<file path="src/rtl/eow_status_read.sv">
module eow_status_read #(
  parameter int ADDR_W = 19,
  parameter int DATA_W = 8
) (
  input  logic              clk,
  input  logic              rst_n,
  input  logic              ce_n,
  input  logic              oe_n,
  input  logic              we_n,
  input  logic [ADDR_W-1:0] addr,
  input  logic              busy,
  input  logic [ADDR_W-1:0] last_addr,
  input  logic [DATA_W-1:0] last_data,
  input  logic [DATA_W-1:0] array_data,
  output logic [DATA_W-1:0] dout,
  output logic              drive_en
);
  localparam int POLL_B = DATA_W - 1;
  localparam int TOG_B  = DATA_W - 2;

  logic              rd_now;
  logic              rd_q;
  logic              tog;
  logic              addr_hit;
  logic [DATA_W-1:0] stat;

  assign rd_now   = !ce_n && !oe_n && we_n;
  assign addr_hit = (addr == last_addr);
  assign drive_en = rd_now;

  always_ff @(posedge clk) begin
    if (!rst_n) begin
      rd_q <= 1'b0;
      tog  <= 1'b0;
    end else begin
      rd_q <= rd_now;
      if (busy && rd_q && !rd_now) tog <= ~tog;
    end
  end

  always_comb begin
    stat         = '0;
    stat[TOG_B]  = tog;
    stat[POLL_B] = addr_hit & ~last_data[POLL_B];
  end

  assign dout = !rd_now ? '0 : (busy ? stat : array_data);

  assert_quiet_bus_R2: assert property (@(posedge clk) disable iff (!rst_n)
    !drive_en |-> dout == '0);

  assert_true_data_R3: assert property (@(posedge clk) disable iff (!rst_n)
    (drive_en && !busy) |-> dout == array_data);

  assert_poll_hit_R4: assert property (@(posedge clk) disable iff (!rst_n)
    (drive_en && busy && addr == last_addr) |-> dout[POLL_B] != last_data[POLL_B]);

  assert_poll_miss_R5: assert property (@(posedge clk) disable iff (!rst_n)
    (drive_en && busy && addr != last_addr) |-> !dout[POLL_B]);

  generate
    if (DATA_W > 2) begin : g_low
      assert_low_zero_R6: assert property (@(posedge clk) disable iff (!rst_n)
        busy |-> dout[TOG_B-1:0] == '0);
    end
  endgenerate

  assert_tog_flip_R7: assert property (@(posedge clk) disable iff (!rst_n)
    (busy && rd_q && !drive_en) |=> dout[TOG_B] != $past(stat[TOG_B]) || !drive_en || !busy);

  assert_tog_hold_R8: assert property (@(posedge clk) disable iff (!rst_n)
    (!busy || drive_en) |=> stat[TOG_B] == $past(stat[TOG_B]));
endmodule

</file>
<file path="config.mk">
export PLATFORM = sky130hd
export DESIGN_NAME = eow_status_read
export DESIGN_NICKNAME = d
export VERILOG_FILES = /design/src/rtl/eow_status_read.sv
export SDC_FILE = /design/constraint.sdc
export NUM_CORES = 1
export LEC_CHECK = 0
export BUFFER_PORTS_ARGS = -buffer_cell sky130_fd_sc_hd__buf_2
export CORE_UTILIZATION = 25
export CTS_CLUSTER_SIZE = 25
export DETAILED_ROUTE_END_ITERATION = 7
export PLACE_DENSITY = 0.89
export RECOVER_POWER = 25
export SYNTH_ARGS = -nofsm -noshare
export SYNTH_HDL_FRONTEND = slang
export SYNTH_SLANG_ARGS = --single-unit
</file>
<file path="constraint.sdc">
create_clock -name clk -period 2.7 [get_ports clk]
set_clock_uncertainty 0.2 [all_clocks]
set_input_delay 0.675 -clock clk [delete_from_list [all_inputs] [get_ports clk]]
set_output_delay 0.675 -clock clk [all_outputs]
set_load 0.01 [all_outputs]
</file>
==> impl_summary.log, run 1 <==
[metrics] cell type with the highest occurrence count on the critical path: buf_2
[metrics] Hold Path Sink: tog$_SDFFE_PN0P_
[metrics] Worst R2R Setup Slack: approximately 1.8 ns
[metrics] worst-path maximum fanout: 7
[metrics] Post-DRT Antenna Nets: 0
[metrics] Leakage: 0.426 nW
[metrics] time the worst path needs with I/O delays and setup: 2.65 ns
[metrics] Final #Nets: about 170
[metrics] arrival time at the worst endpoint: 1.77 ns
[metrics] WL/cell: 9.66 microns
[metrics] FF+latch count, synth: 2
[metrics] class of the most critical setup path: in2out
[metrics] starting density of the core: 27.3%
[metrics] final HPWL from detailed placement: 955 microns
[metrics] vias in the first global route: 450
[metrics] quantity of hold-fixing buffers added after cts: 0
[metrics] post-route fraction of the period consumed by the critical path: 98.1%
[metrics] beginning of the critical path: oe_n
[metrics] violation count after the first detailed-routing iteration: 4
[metrics] TritonCTS clock tree: yes
[metrics] total number of vias: 552
[metrics] worst slew margin relative to its limit: between 80% and 90%
[metrics] max-cap viol count: 0
[metrics] most used flip-flop cell after synthesis: dfxtp_1
[metrics] Synth cell types: 17
[metrics] wire length after detailed routing: 1.22 mm
[metrics] Least-Margin Pin Slew: 0.251 ns
[metrics] Final Hold Vio Count: 0
[metrics] horizontal die dimension: 40.2 microns
[metrics] Avg Synthesized Cell Area: 7.75 sq um
[metrics] final setup vio count: 0
[metrics] root cell of the clock tree: clkbuf_4
[metrics] worst-case setup slack after placement: -0.0942 ns
[metrics] Hold Path Stages: 2
[metrics] worst reg-to-reg path cell count: 3
[metrics] cell accounting for the most synthesized area: xor2_1
[metrics] gate count of the mapped netlist: 47
[metrics] DRC violation count after routing: 0
[metrics] fill cell instance count of the final layout: 132
[metrics] clock net sink count: 2
[metrics] endpoint of the worst-slack reg-to-reg timing path: tog$_SDFFE_PN0P_
[metrics] list of cells traversed by the critical path: buf_2 -> or3b_4 -> buf_4 -> nor2_4 -> and2_1 -> buf_2
[metrics] unrepaired setup endpoints after global routing: no
[metrics] number of pins with negative max-slew slack in the final report: 0
[metrics] CTS clock-pin slew for the worst setup and hold paths: 0.03 ns
[metrics] Worst EP required: between 1.5 and 2 ns
[metrics] total die area: 0.00161 sq mm
[metrics] cell with the most instances after synthesis: xor2_1
[metrics] core area: 0.00133 sq mm
[metrics] Top Metal Used: met4
[metrics] Routed met2 length: roughly 650 microns
[metrics] list of most frequent post-synthesis cells: xor2_1, and2_1, nor2_1
[metrics] aggregate global routing overflow: 0
[metrics] beginning of the worst register-to-register path: rd_q$_SDFF_PN0_
[metrics] number of ports placed on the die boundary: 69
[metrics] Pre-Repair DR Iteration Count: 2
[metrics] fraction of final layout cells sized beyond drive strength 1: 62.2%
[metrics] post-synthesis instance area: 364 sq um
[metrics] setup slack after layout: 0.0517 ns
[metrics] warning count from the yosys run: 0
[metrics] Area Overhead vs Synth: 99.3%
[metrics] overall die height: 40.2 microns
[metrics] outcome: completed
[metrics] share of flip-flops with an asynchronous set or reset: 0%
[metrics] slowest library cell on the worst path: or3b_4
[metrics] met3 routed wirelength: 125 microns
[metrics] post-DR vias/cell: 4.38
[metrics] number of levels the H-tree was split into: 1
[metrics] final antenna diode count: 0
[metrics] maximum ir drop on the vdd rail: ~0.25 mV
[metrics] maximum clock path buffer count: 2
[metrics] area share of the largest cell type after synthesis: 45.7%
[metrics] crit path launch type: input port
[metrics] global-route usage over all layers: 15.3%
[metrics] Fmax achieved: around 380 MHz
[metrics] number of antenna violations at the first check in global routing: 0
[metrics] number of enable flip-flop cells after synthesis: 0
[metrics] HP Start: tog$_SDFFE_PN0P_
[metrics] maximum number of pins on one net before global-route repair: 8
[metrics] insertion delay of the later-clocked pin in the worst-skew pair: 0.23 ns
[metrics] HP Class: reg2reg
[metrics] syn_nets: ~110
[metrics] register area share after synthesis: 11.0%
[metrics] wire length of the first global-routing pass: 1.57 mm
[metrics] ratio of total power to cell area: between 200 and 250 mW/mm^2
[metrics] maximum single-stage delay on the critical path: 0.39 ns
[metrics] top cells by area in the synthesized netlist: xor2_1, dfxtp_1, and2_1
[metrics] share of the core filled with cells: 54.4%
[metrics] total CTS buffers: 3
[metrics] routability-driven placement congestion ratio: around 0.67
[metrics] Site Rows: 13
[metrics] category of the worst setup path capture point: output pin
[metrics] number of buffers inserted by port buffering: between 60 and 70
[metrics] M1 wire length: just over 400 microns
==> worst max-delay path: cells and delay by family <==
kind,cells,cell delay [ns]
buffers and inverters,3,0.40
AND/OR/NAND/NOR,3,0.71
==> logic make-up (layout without fill, tap and decap cells) <==
group,Yosys count,after routing,share of synthesized area [%]
AOI/OAI and AO/OA,1,1,1.37
xor gates and xnor gates,20,20,48.1
buffers and inverters,3,67,3.44
DFF,2,2,11.0
muxes,1,1,2.75
and+or+nand+nor,20,20,33.3
==> where the power goes <==
group	internal (W)	switching [W]
combinational	0.0000460	0.0000314
sequential	0.0000305	0.000000351
clock	0.0000492	0.0000199
==> cells in the final DEF, fill, tap and decap left out, types with 2 or more instances in the layout <==
master / instances
nor2_1: 3
xor2_1: 19
dfxtp_1: 2
buf_2: 61
inv_1: 2
and2_1: 5
clkbuf_4: 3
nor4_1: 3
==> layout make-up <==
| class | count | area [sq um] | area share, % |
|---|---|---|---|
| flip-flops and latches | 2 | 40.0 | 5.52 |
| clock buffers | 3 | 22.5 | 3.10 |
| multi-input cells | 42 | 324 | 44.7 |
| inverters | 2 | 7.51 | 1.03 |
| well taps | 15 | 18.8 | 2.59 |
| repair buffers | 62 | 313 | 43.1 |
==> registers in the layout, indices dropped and copies added, names as in the netlist <==
register / cells
rd_q: 1
tog: 1
==> worst max path at each step <==
stage / cells past startpoint / endpoint
global route: 6 / dout[0]
global placement: 6 / dout[7]
CTS: 6 / dout[0]
detailed placement: 6 / dout[3]
floorplan: 5 / dout[7]
finish: 6 / dout[5]
==> repair_timing <==
item	4_1_cts	5_1_grt
gates resized for setup	2	2
pin swaps	1	1
buffers inserted	0	0
endpoints found under the hold margin	0	0
setup endpoints to repair	7	2
==> routing by layer <==
metal / vias to the layer above / global-route usage (%)
met5: - / 0
met4: 0 / 14.7
met3: 4 / 2.22
met2: 38 / 27.8
met1: 227 / 14.1
li1: 283 / -
==> stage by stage <==
step / hold WS (ns) / std cells / cell area [sq um] / total power, W / setup TNS [ns]
2_1_floorplan: 0.279 / 47 / 364 / 0.0000597 / 0
3_3_place_gp: 0.305 / 123 / 691 / 0.000104 / -0.432
3_5_place_dp: 0.318 / 123 / 691 / 0.000106 / -0.574
4_1_cts: 0.328 / 126 / 721 / 0.000178 / 0
5_1_grt: 0.394 / 126 / 726 / 0.000186 / 0
6_report: 0.358 / 126 / 726 / 0.000177 / 0
Note: power is estimated with default switching activity, not from simulation.
==> run 2: changes to the inputs <==
CORE_MARGIN = 8   (was not set)
RECOVER_POWER = 50   (was 25)
==> impl_summary.log, run 2 (same netlist as run 1, synthesis figures left out) <==
[metrics] outcome: completed
[metrics] number of levels the H-tree was split into: 1
[metrics] post-route fraction of the period consumed by the critical path: 98.3%
[metrics] Worst EP required: 1.82 ns
[metrics] max-cap viol count: 0
[metrics] worst-path maximum fanout: 6
[metrics] violation count after the first detailed-routing iteration: 5
[metrics] worst-case setup slack after placement: -0.0555 ns
[metrics] vias in the first global route: 613
[metrics] maximum number of pins on one net before global-route repair: 7
[metrics] number of pins with negative max-slew slack in the final report: 0
[metrics] clock net sink count: 2
[metrics] most common cell after layout, fill and taps aside: buf_2
[metrics] horizontal die dimension: 54.2 microns
[metrics] root cell of the clock tree: clkbuf_4
[metrics] clock power share: 37.3%
[metrics] Area Overhead vs Synth: 103%
[metrics] insertion delay of the later-clocked pin in the worst-skew pair: 0.22 ns
[metrics] Psw: 0.0000500 W
[metrics] Internal: 0.000127 W
[metrics] wire length of the first global-routing pass: 2.31 mm
[metrics] CTS clock-pin slew for the worst setup and hold paths: 0.03 ns
[metrics] class of the most critical setup path: in2out
[metrics] total die area: 0.00293 sq mm
[metrics] HP Class: reg2reg
[metrics] routability-driven placement congestion ratio: 0.663
[metrics] Leakage: 0.435 nW
[metrics] final setup vio count: 0
[metrics] number of ports placed on the die boundary: 69
[metrics] Site Rows: 13
[metrics] maximum clock path buffer count: 2
[metrics] Final Hold Vio Count: 0
[metrics] switching share of total power: 28.3%
[metrics] category of the worst setup path capture point: output pin
[metrics] maximum single-stage delay on the critical path: 0.41 ns
[metrics] top flop regs: rd_q x1, tog x1
[metrics] arrival time at the worst endpoint: around 1.8 ns
[metrics] Final #Nets: 174
[metrics] aggregate global routing overflow: 0
[metrics] DRC violation count after routing: 0
[metrics] starting density of the core: 27.3%
[metrics] core area: 0.00133 sq mm
[metrics] overall die height: 54.2 microns
[metrics] time the worst path needs with I/O delays and setup: roughly 2.7 ns
[metrics] global-route usage over all layers: 10.4%
[metrics] total CTS buffers: 3
[metrics] slowest library cell on the worst path: or3b_4
[metrics] unrepaired setup endpoints after global routing: yes
[metrics] worst slew margin relative to its limit: 81.5%
[metrics] most used cells in the layout excluding fill and tap cells: buf_2, xor2_1, and2_1
[metrics] number of buffers inserted by port buffering: 61
[metrics] setup slack after layout: about 0.046 ns
[metrics] fraction of power consumed by combinational cells: a little under half
[metrics] total number of vias: 558
[metrics] CP delay by family, top: simple AND/OR/NAND/NOR gates
[metrics] fraction of final layout cells sized beyond drive strength 1: roughly 63%
[metrics] crit path launch type: input port
[metrics] ratio of total power to cell area: 238 mW/mm^2
[metrics] final antenna diode count: 0
[metrics] part of the power in registers: between 10% and 20%
[metrics] list of cells traversed by the critical path: buf_2 -> or3b_4 -> buf_6 -> nor2_4 -> buf_6 -> and2_1 -> buf_2
[metrics] Fmax achieved: 377 MHz
[metrics] maximum ir drop on the vdd rail: 0.198 mV
[metrics] final HPWL from detailed placement: 1.44 mm
[metrics] total buffers and inverters traversed by the critical path: 4
[metrics] Pre-Repair DR Iteration Count: 4
[metrics] Post-CTS Setup Repair Bufs: 0
[metrics] number of antenna violations at the first check in global routing: 0
[metrics] Post-DRT Antenna Nets: 0
[metrics] wire length after detailed routing: about 1.7 mm
[metrics] TritonCTS clock tree: yes
[metrics] Least-Margin Pin Slew: roughly 0.27 ns
[metrics] post-DR vias/cell: 4.39
[metrics] share of the core filled with cells: between 50% and 60%
[metrics] WL/cell: 13.6 microns
## run 2: area by class of cell
type                       instances  area [sq um]
timing repair buffer              63           328
inverter                           2          7.51
sequential                         2          40.0
multi-input combinational         42           324
tap                               15          18.8
fill                             125           593
clock buffer                       3          22.5
## run 2: per-layer routing
metal	track usage, %	share of wire [%]	wire length, microns
met1	8.58	32	546
met2	21.0	57	980
met3	3.58	12	200
met4	5.33	0	0
met5	0	0	0
## run 2: path summary, 6_finish.rpt
check                           to  cells after the start        startpoint  slack [ns]
hold reg to reg   tog$_SDFFE_PN0P_                      2  tog$_SDFFE_PN0P_        0.33
hold / removal    tog$_SDFFE_PN0P_                      2  tog$_SDFFE_PN0P_        0.33
setup reg to reg  tog$_SDFFE_PN0P_                      3   rd_q$_SDFF_PN0_        1.81
setup / recovery           dout[3]                      7              oe_n        0.05
## run 2: metrics by stage
step	instance area [sq um]	setup TNS, ns	hold WS (ns)	power (W)	std cells
floorplan	364	0	0.279	0.0000597	47
global placement	698	-0.0522	0.300	0.000105	124
detailed placement	698	-0.107	0.322	0.000108	124
CTS	723	0	0.331	0.000177	127
global route	741	-0.0430	0.367	0.000191	127
finish	741	0	0.333	0.000177	127
## run 2: worst register-to-register path, stage by stage (launching register included)
cell     delay, ns
dfxtp_1       0.29
nand3_1       0.08
xor2_1        0.15
nor2_1        0.05
## run 2: timing repair
action                                  in CTS  in global routing
endpoints found under the setup margin       7                  7
resized for setup                            1                  5
pin swaps                                    1                  0
hold buffers                                 0                  0
## run 2: power by group through the flow
| stage | clock, W | combinational (W) | sequential [W] |
|---|---|---|---|
| 4_1_cts | 0.0000682 | 0.0000777 | 0.0000308 |
| 2_1_floorplan | 0 | 0.0000286 | 0.0000311 |
| 3_3_place_gp | 0 | 0.0000736 | 0.0000312 |
| 3_5_place_dp | 0 | 0.0000764 | 0.0000312 |
| 6_report | 0.0000659 | 0.0000798 | 0.0000308 |
| 5_1_grt | 0.0000726 | 0.0000875 | 0.0000308 |
